===== src/rtl/xyr_pkg.sv =====
package xyr_pkg;

    localparam int NUM_DIRS = 5;
    localparam int NUM_NBRS = 4;

    typedef enum logic [2:0] {
        DIR_LOCAL = 3'd0,
        DIR_NORTH = 3'd1,
        DIR_EAST  = 3'd2,
        DIR_SOUTH = 3'd3,
        DIR_WEST  = 3'd4
    } dir_e;

    typedef enum logic [1:0] {
        MODE_ARRIVED = 2'd0,
        MODE_XAXIS   = 2'd1,
        MODE_YAXIS   = 2'd2
    } mode_e;

    function automatic logic [NUM_DIRS-1:0] dir_onehot(input dir_e d);
        logic [NUM_DIRS-1:0] v;
        v = '0;
        v[d] = 1'b1;
        return v;
    endfunction

endpackage


===== src/rtl/xyr_axis_cmp.sv =====
module xyr_axis_cmp #(
    parameter int W = 2
) (
    input  logic [W-1:0] cur,
    input  logic [W-1:0] dst,
    output logic         lt,
    output logic         gt
);

    always_comb begin
        lt = (cur < dst);
        gt = (cur > dst);
    end

    // R9 depends on the comparator never claiming both orderings at once
    always_comb begin
        assert_cmp_exclusive_R9: assert (!(lt && gt));
    end

endmodule


===== src/rtl/xyr_port_legal.sv =====
module xyr_port_legal
    import xyr_pkg::*;
#(
    parameter int COLS = 4,
    parameter int ROWS = 4,
    parameter int XW   = 2,
    parameter int YW   = 2
) (
    input  logic [XW-1:0]       cur_x,
    input  logic [YW-1:0]       cur_y,
    input  logic [NUM_NBRS-1:0] nbr_down,
    output logic [NUM_DIRS-1:0] legal
);

    localparam logic [XW-1:0] X_LAST = XW'(COLS - 1);
    localparam logic [YW-1:0] Y_LAST = YW'(ROWS - 1);

    logic [NUM_NBRS-1:0] at_edge;

    // neighbour index g maps to direction g+1 (N, E, S, W)
    always_comb begin
        at_edge[0] = (cur_y == '0);
        at_edge[1] = (cur_x == X_LAST);
        at_edge[2] = (cur_y == Y_LAST);
        at_edge[3] = (cur_x == '0);
    end

    assign legal[DIR_LOCAL] = 1'b1;

    for (genvar g = 0; g < NUM_NBRS; g++) begin : g_nbr
        assign legal[g+1] = !nbr_down[g] && !at_edge[g];
    end

    always_comb begin
        assert_edge_west_R7:  assert (!(cur_x == '0 && legal[DIR_WEST]));
        assert_edge_north_R7: assert (!(cur_y == '0 && legal[DIR_NORTH]));
        assert_down_mask_R8:  assert ((legal[NUM_DIRS-1:1] & nbr_down) == '0);
    end

endmodule


===== src/rtl/xyr_route_pick.sv =====
module xyr_route_pick
    import xyr_pkg::*;
(
    input  logic                x_lt,
    input  logic                x_gt,
    input  logic                y_lt,
    input  logic                y_gt,
    input  logic [NUM_DIRS-1:0] legal,
    output logic [NUM_DIRS-1:0] route_dir,
    output logic                no_route
);

    mode_e mode;
    dir_e  pick;
    logic  found;
    dir_e  pref_h;
    dir_e  pref_v;
    dir_e  alt_v;

    always_comb begin
        if (!x_lt && !x_gt && !y_lt && !y_gt) begin
            mode = MODE_ARRIVED;
        end else if (x_lt || x_gt) begin
            mode = MODE_XAXIS;
        end else begin
            mode = MODE_YAXIS;
        end
    end

    always_comb begin
        pref_h = x_lt ? DIR_EAST : DIR_WEST;
        pref_v = y_gt ? DIR_NORTH : DIR_SOUTH;
        alt_v  = y_gt ? DIR_SOUTH : DIR_NORTH;
    end

    // candidate selection per mode
    always_comb begin
        pick  = DIR_LOCAL;
        found = 1'b0;
        unique case (mode)
            MODE_ARRIVED: begin
                pick  = DIR_LOCAL;
                found = 1'b1;
            end
            MODE_XAXIS: begin
                if (legal[pref_h]) begin
                    pick  = pref_h;
                    found = 1'b1;
                end else if (legal[pref_v]) begin
                    pick  = pref_v;
                    found = 1'b1;
                end else if (legal[alt_v]) begin
                    pick  = alt_v;
                    found = 1'b1;
                end
            end
            MODE_YAXIS: begin
                if (legal[pref_v]) begin
                    pick  = pref_v;
                    found = 1'b1;
                end else if (legal[DIR_EAST]) begin
                    pick  = DIR_EAST;
                    found = 1'b1;
                end else if (legal[DIR_WEST]) begin
                    pick  = DIR_WEST;
                    found = 1'b1;
                end
            end
            default: begin
                pick  = DIR_LOCAL;
                found = 1'b0;
            end
        endcase
    end

    // output decode
    always_comb begin
        route_dir = found ? dir_onehot(pick) : '0;
        no_route  = !found;
    end

    always_comb begin
        assert_x_first_R2: assert (!((x_lt || x_gt) && legal[pref_h]) || route_dir == dir_onehot(pref_h));
        assert_y_detour_R6: assert (!(mode == MODE_YAXIS && !legal[pref_v] && legal[DIR_EAST])
                                    || route_dir[DIR_EAST]);
    end

endmodule


===== src/rtl/xy_fault_route.sv =====
module xy_fault_route
    import xyr_pkg::*;
#(
    parameter int MESH_COLS = 4,
    parameter int MESH_ROWS = 4,
    localparam int XW = (MESH_COLS > 1) ? $clog2(MESH_COLS) : 1,
    localparam int YW = (MESH_ROWS > 1) ? $clog2(MESH_ROWS) : 1
) (
    input  logic [XW-1:0] cur_x,
    input  logic [YW-1:0] cur_y,
    input  logic [XW-1:0] dst_x,
    input  logic [YW-1:0] dst_y,
    input  logic [3:0]    nbr_down,
    output logic [4:0]    route_dir,
    output logic          no_route
);

    localparam logic [XW-1:0] X_LAST = XW'(MESH_COLS - 1);
    localparam logic [YW-1:0] Y_LAST = YW'(MESH_ROWS - 1);

    logic                x_lt, x_gt, y_lt, y_gt;
    logic [NUM_DIRS-1:0] legal;

    xyr_axis_cmp #(.W(XW)) u_cmp_x (
        .cur (cur_x),
        .dst (dst_x),
        .lt  (x_lt),
        .gt  (x_gt)
    );

    xyr_axis_cmp #(.W(YW)) u_cmp_y (
        .cur (cur_y),
        .dst (dst_y),
        .lt  (y_lt),
        .gt  (y_gt)
    );

    xyr_port_legal #(
        .COLS (MESH_COLS),
        .ROWS (MESH_ROWS),
        .XW   (XW),
        .YW   (YW)
    ) u_legal (
        .cur_x    (cur_x),
        .cur_y    (cur_y),
        .nbr_down (nbr_down),
        .legal    (legal)
    );

    xyr_route_pick u_pick (
        .x_lt      (x_lt),
        .x_gt      (x_gt),
        .y_lt      (y_lt),
        .y_gt      (y_gt),
        .legal     (legal),
        .route_dir (route_dir),
        .no_route  (no_route)
    );

    always_comb begin
        assert_local_iff_R1: assert (route_dir[DIR_LOCAL] == (cur_x == dst_x && cur_y == dst_y));
        assert_edge_east_R7: assert (!(route_dir[DIR_EAST] && cur_x == X_LAST));
        assert_edge_south_R7: assert (!(route_dir[DIR_SOUTH] && cur_y == Y_LAST));
        assert_never_down_R8: assert ((route_dir[4:1] & nbr_down) == 4'b0000);
        assert_noroute_zero_R8: assert (!no_route || route_dir == '0);
        assert_onehot_R9: assert (no_route || $onehot(route_dir));
    end

endmodule


===== config.mk =====
export PLATFORM = sky130hd
export DESIGN_NAME = xy_fault_route
export DESIGN_NICKNAME = d
export VERILOG_FILES = /design/src/rtl/xyr_pkg.sv /design/src/rtl/xyr_axis_cmp.sv /design/src/rtl/xyr_port_legal.sv /design/src/rtl/xyr_route_pick.sv /design/src/rtl/xy_fault_route.sv
export SDC_FILE = /design/constraint.sdc
export NUM_CORES = 1
export LEC_CHECK = 0
export ABC_AREA = 1
export ABC_CLOCK_PERIOD_IN_PS = 1400
export BUFFER_PORTS_ARGS = -buffer_cell sky130_fd_sc_hd__buf_2
export CELL_PAD_IN_SITES_DETAIL_PLACEMENT = 0
export CELL_PAD_IN_SITES_GLOBAL_PLACEMENT = 1
export CORE_UTILIZATION = 28
export DETAILED_ROUTE_END_ITERATION = 10
export PLACE_DENSITY_LB_ADDON = 0.08
export RECOVER_POWER = 25
export SLEW_MARGIN = 20
export SYNTH_ARGS = -nofsm -noshare
export SYNTH_HDL_FRONTEND = slang
export SYNTH_HIERARCHICAL = 1
export SYNTH_SLANG_ARGS = --single-unit

===== constraint.sdc =====
create_clock -name vclk -period 1.4
set_input_delay 0.14 -clock vclk [all_inputs]
set_output_delay 0.14 -clock vclk [all_outputs]
set_load 0.1 [all_outputs]

# Word level (Yosys, flattened, before mapping)
# Cells that the tools add are included.
[totals] regBits=0 latch_bits=0 ramBits=0 rom_bits=0 inputBits=12 output_inout_bits=6 wordCells=66 mem_count=0
[op_classes] n_addsub=0 mul=0 n_div=0 magnitude_cmp=9 eq_ne=4 shifts=0 mux=28 n_bitwise=0 reduce_logical=25
[ops] cell="$mux W3" count=7
[ops] cell="$lt A3 B4 Y1 const B" count=4
[ops] cell="$logic_not A1 Y1" count=13
[ops] cell="$mux W1" count=10
[ops] cell="$bmux W1 S3" count=3
[ops] cell="$logic_and A1 B1 Y1" count=8
[ops] cell="$mux W2" count=4
[ops] cell="$eq A2 B2 Y1 const B" count=3
[ops] cell="$logic_not A2 Y1" count=3
[ops] cell="$pmux W3 S2" count=1
[ops] cell="$mux W5" count=1
[ops] cell="$gt A2 B2 Y1" count=2
[ops] cell="$lt A2 B2 Y1" count=2
[ops] cell="$demux W1 S3" count=1
[ops] cell="$ge A3 B1 Y1 const B" count=1
[ops] cell="$pmux W1 S3" count=1
[ops] cell="$eq A2 B1 Y1 const B" count=1
[ops] cell="$logic_or A1 B1 Y1" count=1

# Logic depth before layout (Yosys ltp)
# Gate-level depths: netlist of the first run.
[depth] word_depth=14 depth_mapped=13 depth_no_buf=13

# Cells and area by module
# Netlist of the first run, hierarchy kept.
[modules_own_cells] mod="xyr_route_pick" n_inst=1 cells_each=44 area_each_um2=216.5 seq_area_each_um2=0.0
[modules_own_cells] mod="xyr_axis_cmp" n_inst=2 cells_each=11 area_each_um2=65.1 seq_area_each_um2=0.0
[modules_own_cells] mod="xyr_port_legal" n_inst=1 cells_each=8 area_each_um2=36.3 seq_area_each_um2=0.0

# Worst setup path before layout of the first run
# OpenSTA, ideal clock, no wires.
[synth_timing] path_kind="in2out" from="input dst_y[1]" to="output no_route" t_arrival_ns=3.074 t_required_ns=1.260 slack_ns=-1.814 path_stages=8 path_buffers=0 path_cell_list="inv_1 ha_1 nand2_1 a21oi_2 nor2_2 inv_1 nor2_1 nor2_1"
[synth_via] elab_chain_len=9 elab_cells_between_ends=22 classes_between="order compare: 2; eq/ne: 2; mux: 12; reduce/logical: 6"
[synth_rtl] element="start, declared" line_no="xy_fault_route.sv:12" source="input logic [YW-1:0] dst_y,"
[synth_rtl] element="$gt A2 B2 Y1 *" line_no="xyr_axis_cmp.sv:12" source="gt = (cur > dst);"
[synth_rtl] element="net y_gt" line_no="xy_fault_route.sv:21" source="logic x_lt, x_gt, y_lt, y_gt;"
[synth_rtl] element="$mux W2" line_no="xyr_route_pick.sv:33" source="alt_v = y_gt ? DIR_SOUTH : DIR_NORTH;"
[synth_rtl] element="$bmux W1 S3" line_no="xyr_route_pick.sv:52" source="end else if (legal[alt_v]) begin"
[synth_rtl] element="$mux W1 (not written as such)" line_no="xyr_route_pick.sv:52"
[synth_rtl] element="$mux W1" line_no="xyr_route_pick.sv:52"
[synth_rtl] element="$mux W1" line_no="xyr_route_pick.sv:49" source="end else if (legal[pref_v]) begin"
[synth_rtl] element="$mux W1" line_no="xyr_route_pick.sv:46" source="if (legal[pref_h]) begin"
[synth_rtl] element="$pmux W1 S3 *" line_no="xyr_route_pick.sv:40" source="unique case (mode)"
[synth_rtl] element="$logic_not A1 Y1 *" line_no="xyr_route_pick.sv:79" source="no_route = !found;"
[synth_rtl] element="end, declared" line_no="xy_fault_route.sv:15" source="output logic no_route"
# The timed path passes the listed nets; every way through them passes the cells marked *. The select of a mux whose other input is x is not followed.

# Worst setup path after layout of the first run
[layout_timing] from="input dst_y[1]" to="output route_dir[3]"
[layout_via] elab_chain_len=13 elab_cells_between_ends=32 classes_between="order compare: 4; eq/ne: 2; mux: 20; reduce/logical: 6"
[layout_rtl] element="$gt A2 B2 Y1 *" line_no="xyr_axis_cmp.sv:12"
[layout_rtl] element="net y_gt" line_no="xy_fault_route.sv:21"
[layout_rtl] element="$mux W2" line_no="xyr_route_pick.sv:33"
[layout_rtl] element="$bmux W1 S3" line_no="xyr_route_pick.sv:52"
[layout_rtl] element="$mux W1 (not written as such)" line_no="xyr_route_pick.sv:52"
[layout_rtl] element="$mux W3" line_no="xyr_route_pick.sv:52"
[layout_rtl] element="$mux W3" line_no="xyr_route_pick.sv:49"
[layout_rtl] element="$mux W3" line_no="xyr_route_pick.sv:46"
[layout_rtl] element="$pmux W3 S2" line_no="xyr_route_pick.sv:40"
[layout_rtl] element="$lt A3 B4 Y1 (not written as such) / $ge A3 B1 Y1 (equally long branches)" line_no="xyr_pkg.sv:23" source="v[d] = 1'b1;"
[layout_rtl] element="$logic_and A1 B1 Y1 (not written as such)" line_no="xyr_pkg.sv:23"
[layout_rtl] element="$mux W1 (not written as such)" line_no="xyr_pkg.sv:23"
[layout_rtl] element="$demux W1 S3"
[layout_rtl] element="$mux W5 *" line_no="xyr_route_pick.sv:78" source="route_dir = found ? dir_onehot(pick) : '0;"
[layout_rtl] element="end, declared" line_no="xy_fault_route.sv:14" source="output logic [4:0] route_dir,"
# Marked as above.

==> qor.yml, run 1 <==
setup_path:
  critPathArrivalTime_ps: 1620
  critPathLaunchType: "input port"
  max_stage_delay_ps: 280
  path_max_fanout: 4
  crit_family: "simple AND/OR/NAND/NOR gates"
  path_class: "in2out"
  worst_ep_required_time_ps: 1260
  path_cells: "buf_12 > inv_16 > ha_4 > nand2_4 > a21oi_4 > nand2_4 > and2_4 > o21ai_4 > nand2_1 > clkinvlp_4 > buf_12"
  cpMaxStageDelayCell: "ha_4"
  cp-end-kind: "output pin"
  critical_path_buf_inv_count: 4
floorplanning:
  design.die.area_um2: 1480
  fp.dieW_um: 38.4
  ios: 18
  start_util: 0.317
  num_rows: 12
  die_h_um: 38.4
  core_um2: 1170
power_and_ir_drop:
  peakVddDrop_mv: 0.365
  power_density_nw_per_um2: 799
  power_uw: 725
  power.leakage_nw: 0.420
clocking:
  ctsHoldBuffers: 0
layout:
  area_growth_pct: 144
  nNetsFinal: 120
  regArea_um2: 0
  diodes: 0
  seq_cell_count: 0
  nClkBuffers: 0
  layout-drive-gt1-share: 0.784
  fin_area_um2: 907
synthesis:
  yosys_warnings: 6
  synth_fp_nets: 88
  netlist_instances: 72
  syn_avg_cell_area_um2: 5.16
  synthesis.area_um2: 372
placement:
  post-dp-hpwl_um: 763
  finalWeightedCongestion: 0.716
  place_area_um2: 754
  io_buffers: 18
  dp_slack_ps: -477
sta:
  worst_slack_ps: -360
  hold_viol: 0
  rsz0062_at_grt: "true"
  finalMaxSlewViolations: 0
  tightestPinTransition_ps: 379
  slew-limit-headroom: 0.747
  period_minus_slack_ps: 1760
  post-route-period-util: 1.26
  setup_viol: 6
  fmax_mhz: 568
grt:
  grt_pass1_vias: 437
  grt_remaining_overflow: 0
  grt_use_total: 0.158
  antenna_found_initial: 0
  grt_first_pass_wirelength_mm: 1.73
  grt_max_degree: 5
worst_hold_path:
  holdCritPathClass: "in2out"
routing:
  drt_iter0_drc: 1
  viasPerCell: 4.47
  drt.antenna.violating_nets: 0
  drc_errors: 0
  first_pass_iters: 2
  wl_mm: 1.07
  vias: 518
  drt-wirelength-per-cell_um: 9.22
run:
  drv_cap: 0
outcome:
  violations: "setup timing"
  status: "finished with violations"
worst paths after layout:
check | start | end | slack, ps | cells past startpoint
setup / recovery | dst_y[1] | route_dir[3] | -360 | 11
hold / removal | nbr_down[2] | route_dir[2] | 930 | 9
layout make-up:
| class | count | area, um2 |
|---|---|---|
| Multi-Input combinational cell | 52 | 473 |
| Timing Repair Buffer | 30 | 315 |
| Fill cell | 87 | 264 |
| Inverter | 20 | 101 |
| Tap cell | 14 | 17.5 |
metal layers:
metal,up-vias,wire (um),part of all wire,global-route usage
met5,-,0,0,0
met4,0,14,0.013,0
met3,2,23,0.022,0
met2,12,633,0.59,0.309
met1,228,398,0.37,0.202
li1,276,-,-,-
placed cells by master, fill, tap and decap left out, types with 4 or more instances in the layout:
cell type / count
buf_12: 7
buf_2: 8
buf_4: 9
buf_6: 6
ha_4: 4
inv_1: 4
inv_2: 12
nand2_1: 4
nand2_2: 10
nand2_4: 4
nor2_1: 8
nor2_4: 6
per-stage QoR:
stage | hold WS (ps) | std cells | TNS, ps | utilization
after floorplan | 726 | 72 | -1560 | -
after global placement | 923 | 114 | -2220 | 0.644
after detailed placement | 926 | 114 | -2340 | 0.644
after CTS | 945 | 114 | -1520 | 0.689
after global routing | 997 | 116 | -2310 | 0.775
final | 933 | 116 | -1780 | 0.775
repair_timing:
action / 4_1_cts / 5_1_grt
gates resized for setup: 14 / 26
setup endpoints to repair: 6 / 6
pin swaps: 7 / 15
setup buffers: 0 / 3
report_power, final:
group | switching [mW] | total, mW | internal, mW
Combinational | 0.433 | 0.725 | 0.292
Sequential | 0 | 0 | 0
Clock | 0 | 0 | 0
Total | 0.433 | 0.725 | 0.292
(Power assumes the default switching activity.)
==> inputs of run 2 (changes only) <==
--- a/config.mk
+++ b/config.mk
@@ -7,11 +7,12 @@
 export LEC_CHECK = 0
 export ABC_AREA = 1
 export ABC_CLOCK_PERIOD_IN_PS = 1400
-export BUFFER_PORTS_ARGS = -buffer_cell sky130_fd_sc_hd__buf_2
 export CELL_PAD_IN_SITES_DETAIL_PLACEMENT = 0
 export CELL_PAD_IN_SITES_GLOBAL_PLACEMENT = 1
-export CORE_UTILIZATION = 28
+export CORE_AREA = 2 2 39 41
 export DETAILED_ROUTE_END_ITERATION = 10
+export DIE_AREA = 0 0 41 43
+export DONT_BUFFER_PORTS = 1
 export PLACE_DENSITY_LB_ADDON = 0.08
 export RECOVER_POWER = 25
 export SLEW_MARGIN = 20
==> qor.yml, run 2 (synthesized netlist as in run 1, its figures left out) <==
layout:
  nNetsFinal: 102  # -15%
  num-fill-cells: 137  # +57%
  diodes: 0  # unchanged
  regArea_um2: 0  # unchanged
  layout-drive-gt1-share: 0.679  # -0.106
  mostFrequentLayoutCell: "inv_2"
  fin_cells: 100  # -14%
  final_core_utilization: 0.536  # -0.238
  nClkBuffers: 0  # unchanged
  seq_cell_count: 0  # unchanged
  final_cell_mix: "12 x inv_2, 8 x nand2_1, 8 x nor2_4"
  area_growth_pct: 99.7
floorplanning:
  num_rows: 14  # +2
  core_um2: 1380  # +18%
  fp.dieW_um: 41  # +6.7%
  die_h_um: 43  # +12%
  ios: 18  # unchanged
  design.die.area_um2: 1760  # +19%
  start_util: 0.269  # -0.0488
routing:
  vias: 453  # -13%
  first_pass_iters: 4  # +2
  drt.antenna.violating_nets: 0  # unchanged
  drt-wirelength-per-cell_um: 9.11  # -1.1%
  wl_um: 911  # -15%
  drt_iter0_drc: 12  # +11
  drc_errors: 0  # unchanged
  viasPerCell: 4.53  # +1.4%
power_and_ir_drop:
  power_uw: 659  # -9.1%
  power_density_nw_per_um2: 888  # +11%
  peakVddDrop_mv: 0.537  # +47%
  power.leakage_nw: 0.329  # -22%
grt:
  grt_first_pass_wirelength_mm: 1.62  # -6.0%
  antenna_found_initial: 0  # unchanged
  grt_pass1_vias: 422  # -3.4%
  grt_remaining_overflow: 0  # unchanged
  grt_use_total: 0.122  # -0.0360
  grt_max_degree: 5  # unchanged
placement:
  dp_cells: 98  # -14%
  post-dp-hpwl_um: 774  # +1.5%
  finalWeightedCongestion: 0.813  # +14%
  io_buffers: 0  # -18
sta:
  fin_setup_tns_ps: -998  # +781 ps
  post-route-period-util: 1.16  # -0.0926
  slew-limit-headroom: 0.814  # +0.0665
  finalMaxSlewViolations: 0  # unchanged
  worst_slack_ps: -230  # +130 ps
  fmax_mhz: 613  # +8.0%
  tightestPinTransition_ps: 280  # -99.7 ps
  rsz0062_at_grt: "true"
  period_minus_slack_ps: 1630  # -130 ps
  hold_viol: 0  # unchanged
  setup_viol: 5  # -1
clocking:
  ctsHoldBuffers: 0  # unchanged
setup_path:
  critPathArrivalTime_ps: 1490  # -130 ps
  path_class: "in2out"
  critPathLaunchType: "input port"
  max_stage_delay_ps: 270  # about the same
  worst_ep_required_time_ps: 1260  # about the same
  path_max_fanout: 4  # unchanged
  cp-end-kind: "output pin"
  path_cells: "inv_16 > ha_4 > nand2_4 > a21oi_4 > nand2_4 > buf_4 > nand3_2 > nand2_2 > inv_2 > nand2_2 > nor2_4 > buf_12"
  cpMaxStageDelayCell: "ha_4"
  crit_start: "dst_y[1]"
worst_hold_path:
  holdCritPathClass: "in2out"
  hp-start: "nbr_down[2]"
outcome:
  status: "finished with violations"
  violations: "setup timing"
run:
  drv_cap: 0  # unchanged
run 2: cell types whose count changed in the layout (fill, tap and decap cells not counted), sizes merged:
cell  before  now
buf       30   12
run 2: metal layers:
layer / GRT usage / vias to the layer above / share of wire
li1: - / 240 / -
met1: 0.171 / 201 / 0.42
met2: 0.206 / 12 / 0.54
met3: 0.0105 / 0 / 0.044
met4: 0 / 0 / 0
met5: 0 / - / 0
run 2: worst paths after layout:
kind	endpoint	slack, ps	depth (start not counted)
max	route_dir[1]	-230	12
min	route_dir[2]	850	8
run 2: worst max-delay path: cells and delay by family:
| kind | cells | cell delay (ps) |
|---|---|---|
| AND/OR/NAND/NOR | 6 | 430 |
| buffers and inverters | 4 | 420 |
| adder cells (fa/ha/maj) | 1 | 270 |
| AO/OA/AOI/OAI | 1 | 220 |
run 2: cell type report:
class                      instances  area [um2]  share of cell area
inverter                          20        98.8               0.133
multi-input combinational         52         450               0.607
tap                               16        20.0              0.0270
timing repair buffer              12         173               0.233
run 2: power by group:
group | switching, mW | internal [mW] | total, mW
combinational | 0.409 | 0.250 | 0.659
clock | 0 | 0 | 0
sequential | 0 | 0 | 0
run 2: stage by stage:
step                cell area (um2)  setup WS (ps)  hold WS, ps
CTS                             687           -215          862
global placement                652           -251          839
detailed placement              652           -260          843
global route                    742           -329          890
floorplan                       482           -376          726
finish                          742           -230          848
run 2: repair_timing:
item	in CTS	in global routing
pin swaps	11	10
gates resized for setup	7	17
buffers inserted	1	2
endpoints found under the setup margin	6	6
==> inputs of run 3 (changes only) <==
--- a/config.mk
+++ b/config.mk
@@ -5,7 +5,6 @@
 export SDC_FILE = /design/constraint.sdc
 export NUM_CORES = 1
 export LEC_CHECK = 0
-export ABC_AREA = 1
 export ABC_CLOCK_PERIOD_IN_PS = 1400
 export CELL_PAD_IN_SITES_DETAIL_PLACEMENT = 0
 export CELL_PAD_IN_SITES_GLOBAL_PLACEMENT = 1
@@ -13,6 +12,7 @@
 export DETAILED_ROUTE_END_ITERATION = 10
 export DIE_AREA = 0 0 41 43
 export DONT_BUFFER_PORTS = 1
+export MAX_ROUTING_LAYER = met4
 export PLACE_DENSITY_LB_ADDON = 0.08
 export RECOVER_POWER = 25
 export SLEW_MARGIN = 20
==> qor.yml, run 3 <==
power_and_ir_drop:
  power_uw: 627  # -4.9%
  power.leakage_nw: 0.323  # -2.0%
  peakVddDrop_mv: 0.684  # +27%
  power_density_nw_per_um2: 834  # -6.1%
layout:
  regArea_um2: 0  # unchanged
  area_growth_pct: 112
  diodes: 0  # unchanged
  multi_input_area_um2: 438  # -2.8%
  nNetsFinal: 86  # -16%
  fin_area_um2: 752  # +1.3%
  layout-drive-gt1-share: 0.662  # -0.0168
  final_cell_mix: "16 x buf_4, 5 x buf_12, 4 x inv_1"
  final_core_utilization: 0.543  # +0.00723
  seq_cell_count: 0  # unchanged
  fin_cells: 84  # -16%
  num-fill-cells: 134  # -2.2%
  nClkBuffers: 0  # unchanged
  mostFrequentLayoutCell: "buf_4"
synthesis:
  yosys_warnings: 6  # unchanged
  netlist_instances: 45  # -38%
  synthesis.area_um2: 355  # -4.4%
  synth_fp_nets: 61  # -31%
  syn_avg_cell_area_um2: 7.90  # +53%
routing:
  first_pass_iters: 4  # unchanged
  drt-wirelength-per-cell_um: 11.5  # +26%
  drt.antenna.violating_nets: 0  # unchanged
  drc_errors: 0  # unchanged
  viasPerCell: 5.02  # +11%
  wl_um: 967  # +6.1%
  vias: 422  # -6.8%
  drt_iter0_drc: 1  # -11
worst_hold_path:
  hp-start: "cur_x[0]"
  holdPathStages: 4  # -4
  holdCritPathClass: "in2out"
  whs_endpoint: "no_route"
grt:
  grt_use_total: 0.138  # +0.0163
  grt_max_degree: 9  # +4
  grt_remaining_overflow: 0  # unchanged
  antenna_found_initial: 0  # unchanged
  grt_pass1_vias: 436  # +3.3%
  grt_first_pass_wirelength_mm: 1.77  # +9.4%
floorplanning:
  num_rows: 14  # unchanged
  ios: 18  # unchanged
  core_um2: 1380  # unchanged
  fp.dieW_um: 41  # unchanged
  die_h_um: 43  # unchanged
  start_util: 0.257  # -0.0118
  design.die.area_um2: 1760  # unchanged
sta:
  rsz0062_at_grt: "true"
  hold_viol: 0  # unchanged
  finalMaxSlewViolations: 0  # unchanged
  fin_setup_tns_ps: -2470  # -1480 ps
  post-route-period-util: 1.34  # +0.180
  tightestPinTransition_ps: 375  # +95.0 ps
  period_minus_slack_ps: 1880  # +252 ps
  setup_viol: 6  # +1
  worst_slack_ps: -483  # -252 ps
  fmax_mhz: 531  # -13%
  slew-limit-headroom: 0.750  # -0.0633
setup_path:
  worst_ep_required_time_ps: 1260  # about the same
  critPathLaunchType: "input port"
  path_max_fanout: 4  # unchanged
  critPathArrivalTime_ps: 1740  # +250 ps
  cp-end-kind: "output pin"
  path_class: "in2out"
placement:
  dp_cells: 81  # -17%
  place_area_um2: 678  # +4.0%
  post-dp-hpwl_um: 828  # +6.9%
  finalWeightedCongestion: 0.832  # +2.4%
  io_buffers: 0  # unchanged
run:
  drv_cap: 0  # unchanged
outcome:
  status: "finished with violations"
  violations: "setup timing"
clocking:
  ctsHoldBuffers: 0  # unchanged
==> run 3: where the power goes <==
| group | leakage (nW) | switching (mW) | internal [mW] | total, mW |
|---|---|---|---|---|
| registers | 0 | 0 | 0 | 0 |
| clock network | 0 | 0 | 0 | 0 |
| logic | 0.323 | 0.353 | 0.274 | 0.627 |
| total | 0.323 | 0.353 | 0.274 | 0.627 |
==> run 3: area by class of cell <==
class / count / area share
Inverter: 6 / 0.0532
Multi-Input combinational cell: 38 / 0.582
Tap cell: 16 / 0.0266
Timing Repair Buffer: 24 / 0.338
==> run 3: critical path, cell delays in order <==
cell,delay (ps)
ha_4,220
nor2b_4,130
a2bb2oi_4,160
or3b_1,370
a21oi_2,190
mux2i_2,110
o31ai_4,220
buf_12,210
==> run 3: what timing repair did <==
item                                    4_1_cts  5_1_grt
setup buffers                                 4        2
resized for setup                            10        5
endpoints found under the setup margin        6        6
pin swaps                                     7        5
==> run 3: metal layers <==
metal | GRT usage | wire length (um) | vias up
li1 | - | - | 210
met1 | 0.184 | 402 | 198
met2 | 0.241 | 515 | 14
met3 | 0 | 50 | 0
met4 | 0 | 0 | 0
met5 | - | 0 | -
==> run 3: metrics by stage <==
stage | setup WS [ps] | hold WS (ps)
after global placement | -503 | 774
after detailed placement | -535 | 775
after CTS | -498 | 796
final | -483 | 803
after global routing | -579 | 821
after floorplan | -1250 | 674
==> run 3: worst max-delay path by stage <==
stage | start | endpoint | depth (start not counted)
floorplan | dst_x[1] | route_dir[2] | 8
global placement | dst_y[1] | no_route | 10
detailed placement | dst_y[1] | no_route | 10
CTS | cur_y[1] | no_route | 8
global route | dst_x[1] | route_dir[3] | 10
finish | cur_y[1] | no_route | 8
